<file path="src/rtl/pio_pkg.sv">
// Package pio_pkg: shared offsets and status bit positions for the channel.
// Assumes a four-word window, so the offset is two address bits.
package pio_pkg;
    typedef enum logic [1:0] {
        OFF_CODE = 2'd0,
        OFF_RX   = 2'd1,
        OFF_TX   = 2'd2,
        OFF_CSR  = 2'd3
    } win_off_e;

    localparam int unsigned SB_RX_RDY  = 0;
    localparam int unsigned SB_TX_MT   = 1;
    localparam int unsigned SB_OVR     = 2;
    localparam int unsigned SB_RX_IE   = 4;
    localparam int unsigned SB_TX_IE   = 5;
endpackage

</file>
<file path="src/rtl/pio_decode.sv">
// Module pio_decode: matches a bus address against a 4-aligned base and
// returns the word offset inside the four-word window.
// Assumes BASE_ADDR has its two low bits at zero.
module pio_decode #(
    parameter int unsigned    ADDR_W    = 16,
    parameter logic [ADDR_W-1:0] BASE_ADDR = 16'h0040
) (
    input  logic              sel,
    input  logic [ADDR_W-1:0] addr,
    output logic              hit,
    output pio_pkg::win_off_e off
);
    // Window match on the upper address bits, offset from the lower two.
    always_comb begin
        hit = sel && (addr[ADDR_W-1:2] == BASE_ADDR[ADDR_W-1:2]);
        off = pio_pkg::win_off_e'(addr[1:0]);
    end
endmodule

</file>
<file path="src/rtl/pio_rx_buf.sv">
// Module pio_rx_buf: single-word receive buffer with ready and overrun flags.
// Assumes the strobe is one cycle wide per character. A strobe beats a
// same-cycle take, and overrun setting beats a same-cycle clear.
module pio_rx_buf #(
    parameter int unsigned CHAR_W = 8
) (
    input  logic              clk,
    input  logic              rst_n,
    input  logic              strobe,
    input  logic [CHAR_W-1:0] code,
    input  logic              take,
    input  logic              ovr_clr,
    output logic [CHAR_W-1:0] data,
    output logic              rdy,
    output logic              ovr
);
    // Character register and ready flag.
    always_ff @(posedge clk) begin
        if (!rst_n) begin
            data <= '0;
            rdy  <= 1'b0;
        end else if (strobe) begin
            data <= code;
            rdy  <= 1'b1;
        end else if (take) begin
            rdy  <= 1'b0;
        end
    end

    // Sticky overrun flag, cleared by a write-one from the CPU.
    always_ff @(posedge clk) begin
        if (!rst_n)
            ovr <= 1'b0;
        else if (strobe && rdy && !take)
            ovr <= 1'b1;
        else if (ovr_clr)
            ovr <= 1'b0;
    end

    AST_RX_RDY_ON_STROBE: assert property (@(posedge clk) disable iff (!rst_n)
        strobe |=> rdy);
    AST_RX_TAKE_CLEARS: assert property (@(posedge clk) disable iff (!rst_n)
        (take && !strobe) |=> !rdy);
    AST_RX_OVR_STICKY: assert property (@(posedge clk) disable iff (!rst_n)
        (ovr && !ovr_clr) |=> ovr);
endmodule

</file>
<file path="src/rtl/pio_tx_buf.sv">
// Module pio_tx_buf: single-word transmit buffer with an empty flag.
// Assumes the acknowledge is a pulse. A same-cycle CPU load beats it.
module pio_tx_buf #(
    parameter int unsigned DATA_W = 16
) (
    input  logic              clk,
    input  logic              rst_n,
    input  logic              load,
    input  logic [DATA_W-1:0] wdata,
    input  logic              ack,
    output logic [DATA_W-1:0] data,
    output logic              empty
);
    // Buffer register and empty flag handshake.
    always_ff @(posedge clk) begin
        if (!rst_n) begin
            data  <= '0;
            empty <= 1'b1;
        end else if (load) begin
            data  <= wdata;
            empty <= 1'b0;
        end else if (ack) begin
            empty <= 1'b1;
        end
    end

    AST_TX_LOAD_BUSY: assert property (@(posedge clk) disable iff (!rst_n)
        load |=> (!empty && data == $past(wdata)));
    AST_TX_ACK_FREES: assert property (@(posedge clk) disable iff (!rst_n)
        (ack && !load) |=> empty);
endmodule

</file>
<file path="src/rtl/pio_channel.sv">
// Module pio_channel: four-word memory-mapped character channel with polled
// status and a level interrupt. Reads are combinational and writes act at
// the clock edge. Assumes a 4-aligned BASE_ADDR and DATA_W >= 6.
module pio_channel #(
    parameter int unsigned       ADDR_W    = 16,
    parameter int unsigned       DATA_W    = 16,
    parameter int unsigned       CHAR_W    = 8,
    parameter logic [ADDR_W-1:0] BASE_ADDR = 16'h0040,
    parameter logic [DATA_W-1:0] DEV_CODE  = 16'h00A5
) (
    input  logic              clk,
    input  logic              rst_n,
    input  logic              cpu_sel,
    input  logic              cpu_we,
    input  logic [ADDR_W-1:0] cpu_addr,
    input  logic [DATA_W-1:0] cpu_wdata,
    output logic [DATA_W-1:0] cpu_rdata,
    output logic              irq,
    input  logic              kbd_strobe,
    input  logic [CHAR_W-1:0] kbd_code,
    output logic [CHAR_W-1:0] out_code,
    output logic              out_valid,
    input  logic              out_ack
);
    import pio_pkg::*;

    localparam int unsigned PAD_W = DATA_W - CHAR_W;

    logic              hit;
    win_off_e          off;
    logic              rd_rx, wr_tx, wr_csr;
    logic [CHAR_W-1:0] rx_data;
    logic              rx_rdy, rx_ovr;
    logic [DATA_W-1:0] tx_data;
    logic              tx_empty;
    logic              ie_rx, ie_tx;
    logic [DATA_W-1:0] status;

    pio_decode #(.ADDR_W(ADDR_W), .BASE_ADDR(BASE_ADDR)) u_dec (
        .sel (cpu_sel),
        .addr(cpu_addr),
        .hit (hit),
        .off (off)
    );

    // Access qualifiers per window word.
    always_comb begin
        rd_rx  = hit && !cpu_we && (off == OFF_RX);
        wr_tx  = hit &&  cpu_we && (off == OFF_TX);
        wr_csr = hit &&  cpu_we && (off == OFF_CSR);
    end

    pio_rx_buf #(.CHAR_W(CHAR_W)) u_rx (
        .clk    (clk),
        .rst_n  (rst_n),
        .strobe (kbd_strobe),
        .code   (kbd_code),
        .take   (rd_rx),
        .ovr_clr(wr_csr && cpu_wdata[SB_OVR]),
        .data   (rx_data),
        .rdy    (rx_rdy),
        .ovr    (rx_ovr)
    );

    pio_tx_buf #(.DATA_W(DATA_W)) u_tx (
        .clk  (clk),
        .rst_n(rst_n),
        .load (wr_tx),
        .wdata(cpu_wdata),
        .ack  (out_ack),
        .data (tx_data),
        .empty(tx_empty)
    );

    // Interrupt enable bits held in the control word.
    always_ff @(posedge clk) begin
        if (!rst_n) begin
            ie_rx <= 1'b0;
            ie_tx <= 1'b0;
        end else if (wr_csr) begin
            ie_rx <= cpu_wdata[SB_RX_IE];
            ie_tx <= cpu_wdata[SB_TX_IE];
        end
    end

    // Status word assembly; unassigned bits stay zero.
    always_comb begin
        status            = '0;
        status[SB_RX_RDY] = rx_rdy;
        status[SB_TX_MT]  = tx_empty;
        status[SB_OVR]    = rx_ovr;
        status[SB_RX_IE]  = ie_rx;
        status[SB_TX_IE]  = ie_tx;
    end

    // Level request from enabled ready conditions; device side outputs.
    always_comb begin
        irq       = (ie_rx && rx_rdy) || (ie_tx && tx_empty);
        out_code  = tx_data[CHAR_W-1:0];
        out_valid = !tx_empty;
    end

    // Read multiplexer over the four window words.
    always_comb begin
        cpu_rdata = '0;
        if (hit && !cpu_we) begin
            unique case (off)
                OFF_CODE: cpu_rdata = irq ? DEV_CODE : '0;
                OFF_RX:   cpu_rdata = {{PAD_W{1'b0}}, rx_data};
                OFF_TX:   cpu_rdata = tx_data;
                OFF_CSR:  cpu_rdata = status;
            endcase
        end
    end

    AST_MISS_READS_ZERO: assert property (@(posedge clk) disable iff (!rst_n)
        (!hit) |-> (cpu_rdata == '0));
    AST_IRQ_FOLLOWS_RX: assert property (@(posedge clk) disable iff (!rst_n)
        (kbd_strobe && ie_rx && !wr_csr) |=> irq);
endmodule

</file>
<file path="config.mk">
export PLATFORM = sky130hd
export DESIGN_NAME = pio_channel
export DESIGN_NICKNAME = d
export VERILOG_FILES = /design/src/rtl/pio_pkg.sv /design/src/rtl/pio_decode.sv /design/src/rtl/pio_rx_buf.sv /design/src/rtl/pio_tx_buf.sv /design/src/rtl/pio_channel.sv
export SDC_FILE = /design/constraint.sdc
export NUM_CORES = 1
export LEC_CHECK = 0
export BUFFER_PORTS_ARGS = -buffer_cell sky130_fd_sc_hd__buf_2
export CORE_MARGIN = 4
export CORE_UTILIZATION = 46
export DETAILED_ROUTE_END_ITERATION = 8
export PLACE_DENSITY_LB_ADDON = 0.05
export SETUP_SLACK_MARGIN = 0.15
export SYNTH_ARGS = -nofsm -noshare
export SYNTH_HDL_FRONTEND = slang
export SYNTH_SLANG_ARGS = --single-unit
</file>
<file path="constraint.sdc">
create_clock -name clk -period 2.35 [get_ports clk]
set_input_delay 0.235 -clock clk [delete_from_list [all_inputs] [get_ports clk]]
set_output_delay 0.235 -clock clk [all_outputs]
set_load 0.02 [all_outputs]
</file>
==> impl_metrics.tcl <==
set metrics [dict create \
    nNetsFinal 295 \
    ff2ff_setup_slack_ns 1.63 \
    ys.warnings.count 0 \
    avgViaCountPerCell 5.16 \
    period_needed_ns 2.17 \
    hold_viol 0 \
    fin_skew_ns 0.000346 \
    wl_met1_um 1640 \
    diodes 0 \
    globalplace.congestion 0.792 \
    place_worst_setup_slack_ns 0.179 \
    p_leak_nw 0.918 \
    status "finished, final reports clean" \
    crit_path_end_kind "output port" \
    setup_viol_count_final 0 \
    clockBufferDepth 2 \
    track_usage_pct 18.6 \
    grt_pass1_wl_um 6320 \
    ctsHoldBuffers 0 \
    syn_area_per_cell_um2 8.41 \
    slew_violations 0 \
    routedWlPerCell_um 13.5 \
    fill_cells 317 \
    synth_cells 185 \
    drc 0 \
    antenna_found_initial 0 \
    route.met3.wl_um 361 \
    peakVddDrop_mv 0.328 \
    path_max_fanout 4 \
    area_growth_pct 26.5 \
    ys_seq_area_share_pct 37.3 \
    fin_hold_ws_ns 0.142 \
    clkLatencyLatePin_ns 0.32 \
    crit_chain "buf_2 -> or4b_4 -> nand4bb_4 -> or2_2 -> a211oi_1 -> buf_2" \
    die_h_um 66.2 \
    via_count 1517 \
    worst_pin_slew_ns 0.750 \
    hpwl_um 3060 \
    netlist_area_mm2 0.00156 \
    slew_headroom_pct 49.9 \
    dp.cells 286 \
    final_cells 294 \
    cts_buffers 5 \
    stdcell_area_mm2 0.00197 \
    power.density_mw_per_mm2 487 \
    start_util_pct 49.4 \
    ant_nets 0 \
    globalRouteOverflowTotal 0 \
    cts_max_level 2 \
    setup_tns_ns 0 \
    io_pins 72 \
    cts_root_buffer "clkbuf_4" \
    die_w_um 66.2 \
    fin_ws_ns 0.182 \
    required_ns 2.12 \
    core_mm2 0.00315 \
    synth_cell_type_count 34 \
    cap_viol_max_count 0 \
    crit_type "in2out" \
    clkTransAtPathRegs_ns 0.09 \
    layout-drive-gt1-share_pct 38.8 \
    min_path_type "in2reg" \
    rows 20 \
    cts_setup_buffers 0 \
    drtIter0Drc 91 \
    die-area_mm2 0.00438 \
    cp-start-kind "input pin" \
    wl_met2_um 1900 \
    multiInputGateArea_um2 845 \
    clock.fmax_mhz 461 \
    finalWirelength_um 3960 \
    placed_area_mm2 0.00189 \
    crit_arrival_ns 1.93 \
    maxUsedRoutingLayer "met4" \
    first_pass_iters 4 \
    grt_max_degree 25 \
    rsz0062_at_grt "no" \
    cts_tree "built" \
    synth_nets 231 \
    io_buffer_count 71 \
    post-route-period-util_pct 92.3 \
    cp_slowest_stage_delay_ns 0.55 \
    synth_seq_cells 29 \
    cts.sinks 29 \
    register_area_um2 581 \
    cpMaxStageDelayCell "or4b_4" \
    cp_common_cell "buf_2" \
    grt_pass1_vias 1466 \
]
==> per-stage QoR <==
stage	utilization [%]	total power [W]
floorplan	-	0.000571
global placement	59.9	0.000618
detailed placement	59.9	0.000623
CTS	62.1	0.000963
global route	62.5	0.000996
finish	62.5	0.000958
==> cell usage after synthesis <==
master,number,share of area [%]
inv_1,5,1.2
a21oi_1,18,5.8
o21ai_0,16,5.1
nor2_1,18,4.3
dfxtp_1,29,37
or3_1,1,0.40
a22oi_1,4,1.9
nand3_1,17,5.5
nand2_1,9,2.2
or4_4,1,0.72
or4b_4,1,0.88
nand2b_1,2,0.80
nor4_4,1,1.4
buf_2,2,0.64
o211ai_1,1,0.48
nor3_1,1,0.32
and2_1,8,3.2
and2_0,1,0.40
nor4b_1,1,0.56
or2_2,1,0.40
nor2b_1,3,1.2
buf_1,2,0.48
o31ai_1,1,0.48
nor4_2,1,0.80
nor3_4,1,1.0
a211oi_1,3,1.4
mux2_2,2,1.4
a22o_1,1,0.56
buf_6,2,1.4
clkbuf_1,6,1.4
nor2_2,2,0.80
nand4bb_4,1,1.8
buf_4,8,3.9
mux2i_1,15,9.6
==> area by class of cell <==
class | count | area share (%)
clock inverter | 1 | 0.254
inverter | 5 | 0.953
clock buffer | 7 | 3.30
timing repair buffer | 77 | 20.3
multi-input combinational | 131 | 42.9
sequential | 29 | 29.5
tap | 44 | 2.80
==> cells in the final DEF (no fill, tap or decap), types with 2 or more instances in the layout <==
| cell type | count |
|---|---|
| mux2_2 | 2 |
| clkbuf_4 | 5 |
| o21ai_0 | 16 |
| dfxtp_1 | 29 |
| nor2b_1 | 3 |
| clkbuf_8 | 2 |
| inv_1 | 5 |
| buf_2 | 71 |
| buf_4 | 6 |
| a211oi_1 | 2 |
| nand2_1 | 9 |
| and2_1 | 8 |
| nand2b_1 | 2 |
| a21oi_1 | 18 |
| mux2i_1 | 15 |
| nand3_1 | 17 |
| nor2_1 | 18 |
| a22oi_1 | 4 |
==> worst max-delay path, delay by kind of cell <==
family,cells,cell delay [ns]
compound gates,1,0.23
simple gates,3,1.15
buf+inv,2,0.32
==> kinds of logic after synthesis <==
logic type	synth area share, %
buffers and inverters	9.08
AND/OR/NAND/NOR	26.7
flip-flops	37.3
AO/OA/AOI/OAI	15.8
multiplexers	11.1
==> routing by layer <==
layer / vias up / track usage (%)
met5: - / 0
met2: 60 / 33.0
met1: 683 / 21.5
met4: 0 / 6.85
li1: 767 / -
met3: 7 / 4.42
==> worst paths after layout <==
path / from / end / cells after the start
max: cpu_addr[7] / cpu_rdata[2] / 6
min: kbd_code[7] / u_rx.data[7] / 3
max reg2reg: u_rx.rdy / u_rx.ovr / 2
min reg2reg: u_tx.data[10] / u_tx.data[10] / 2
==> what timing repair did <==
item                                   CTS  global route
gates resized for setup                  0             2
endpoints found under the hold margin    0             0
setup endpoints to repair                0             5
==> where the power goes <==
group	switching, W	internal [W]
Clock	0.000174	0.000173
Sequential	0.00000635	0.000502
Combinational	0.0000518	0.0000518
Total	0.000232	0.000726
==> sequential cells by signal, indices dropped and copies added, names as in the netlist <==
name        count
u_tx.empty      1
u_rx.data       8
u_rx.rdy        1
u_tx.data      16
u_rx.ovr        1
ie_tx           1
ie_rx           1
Power figures use the tool's default switching activity.
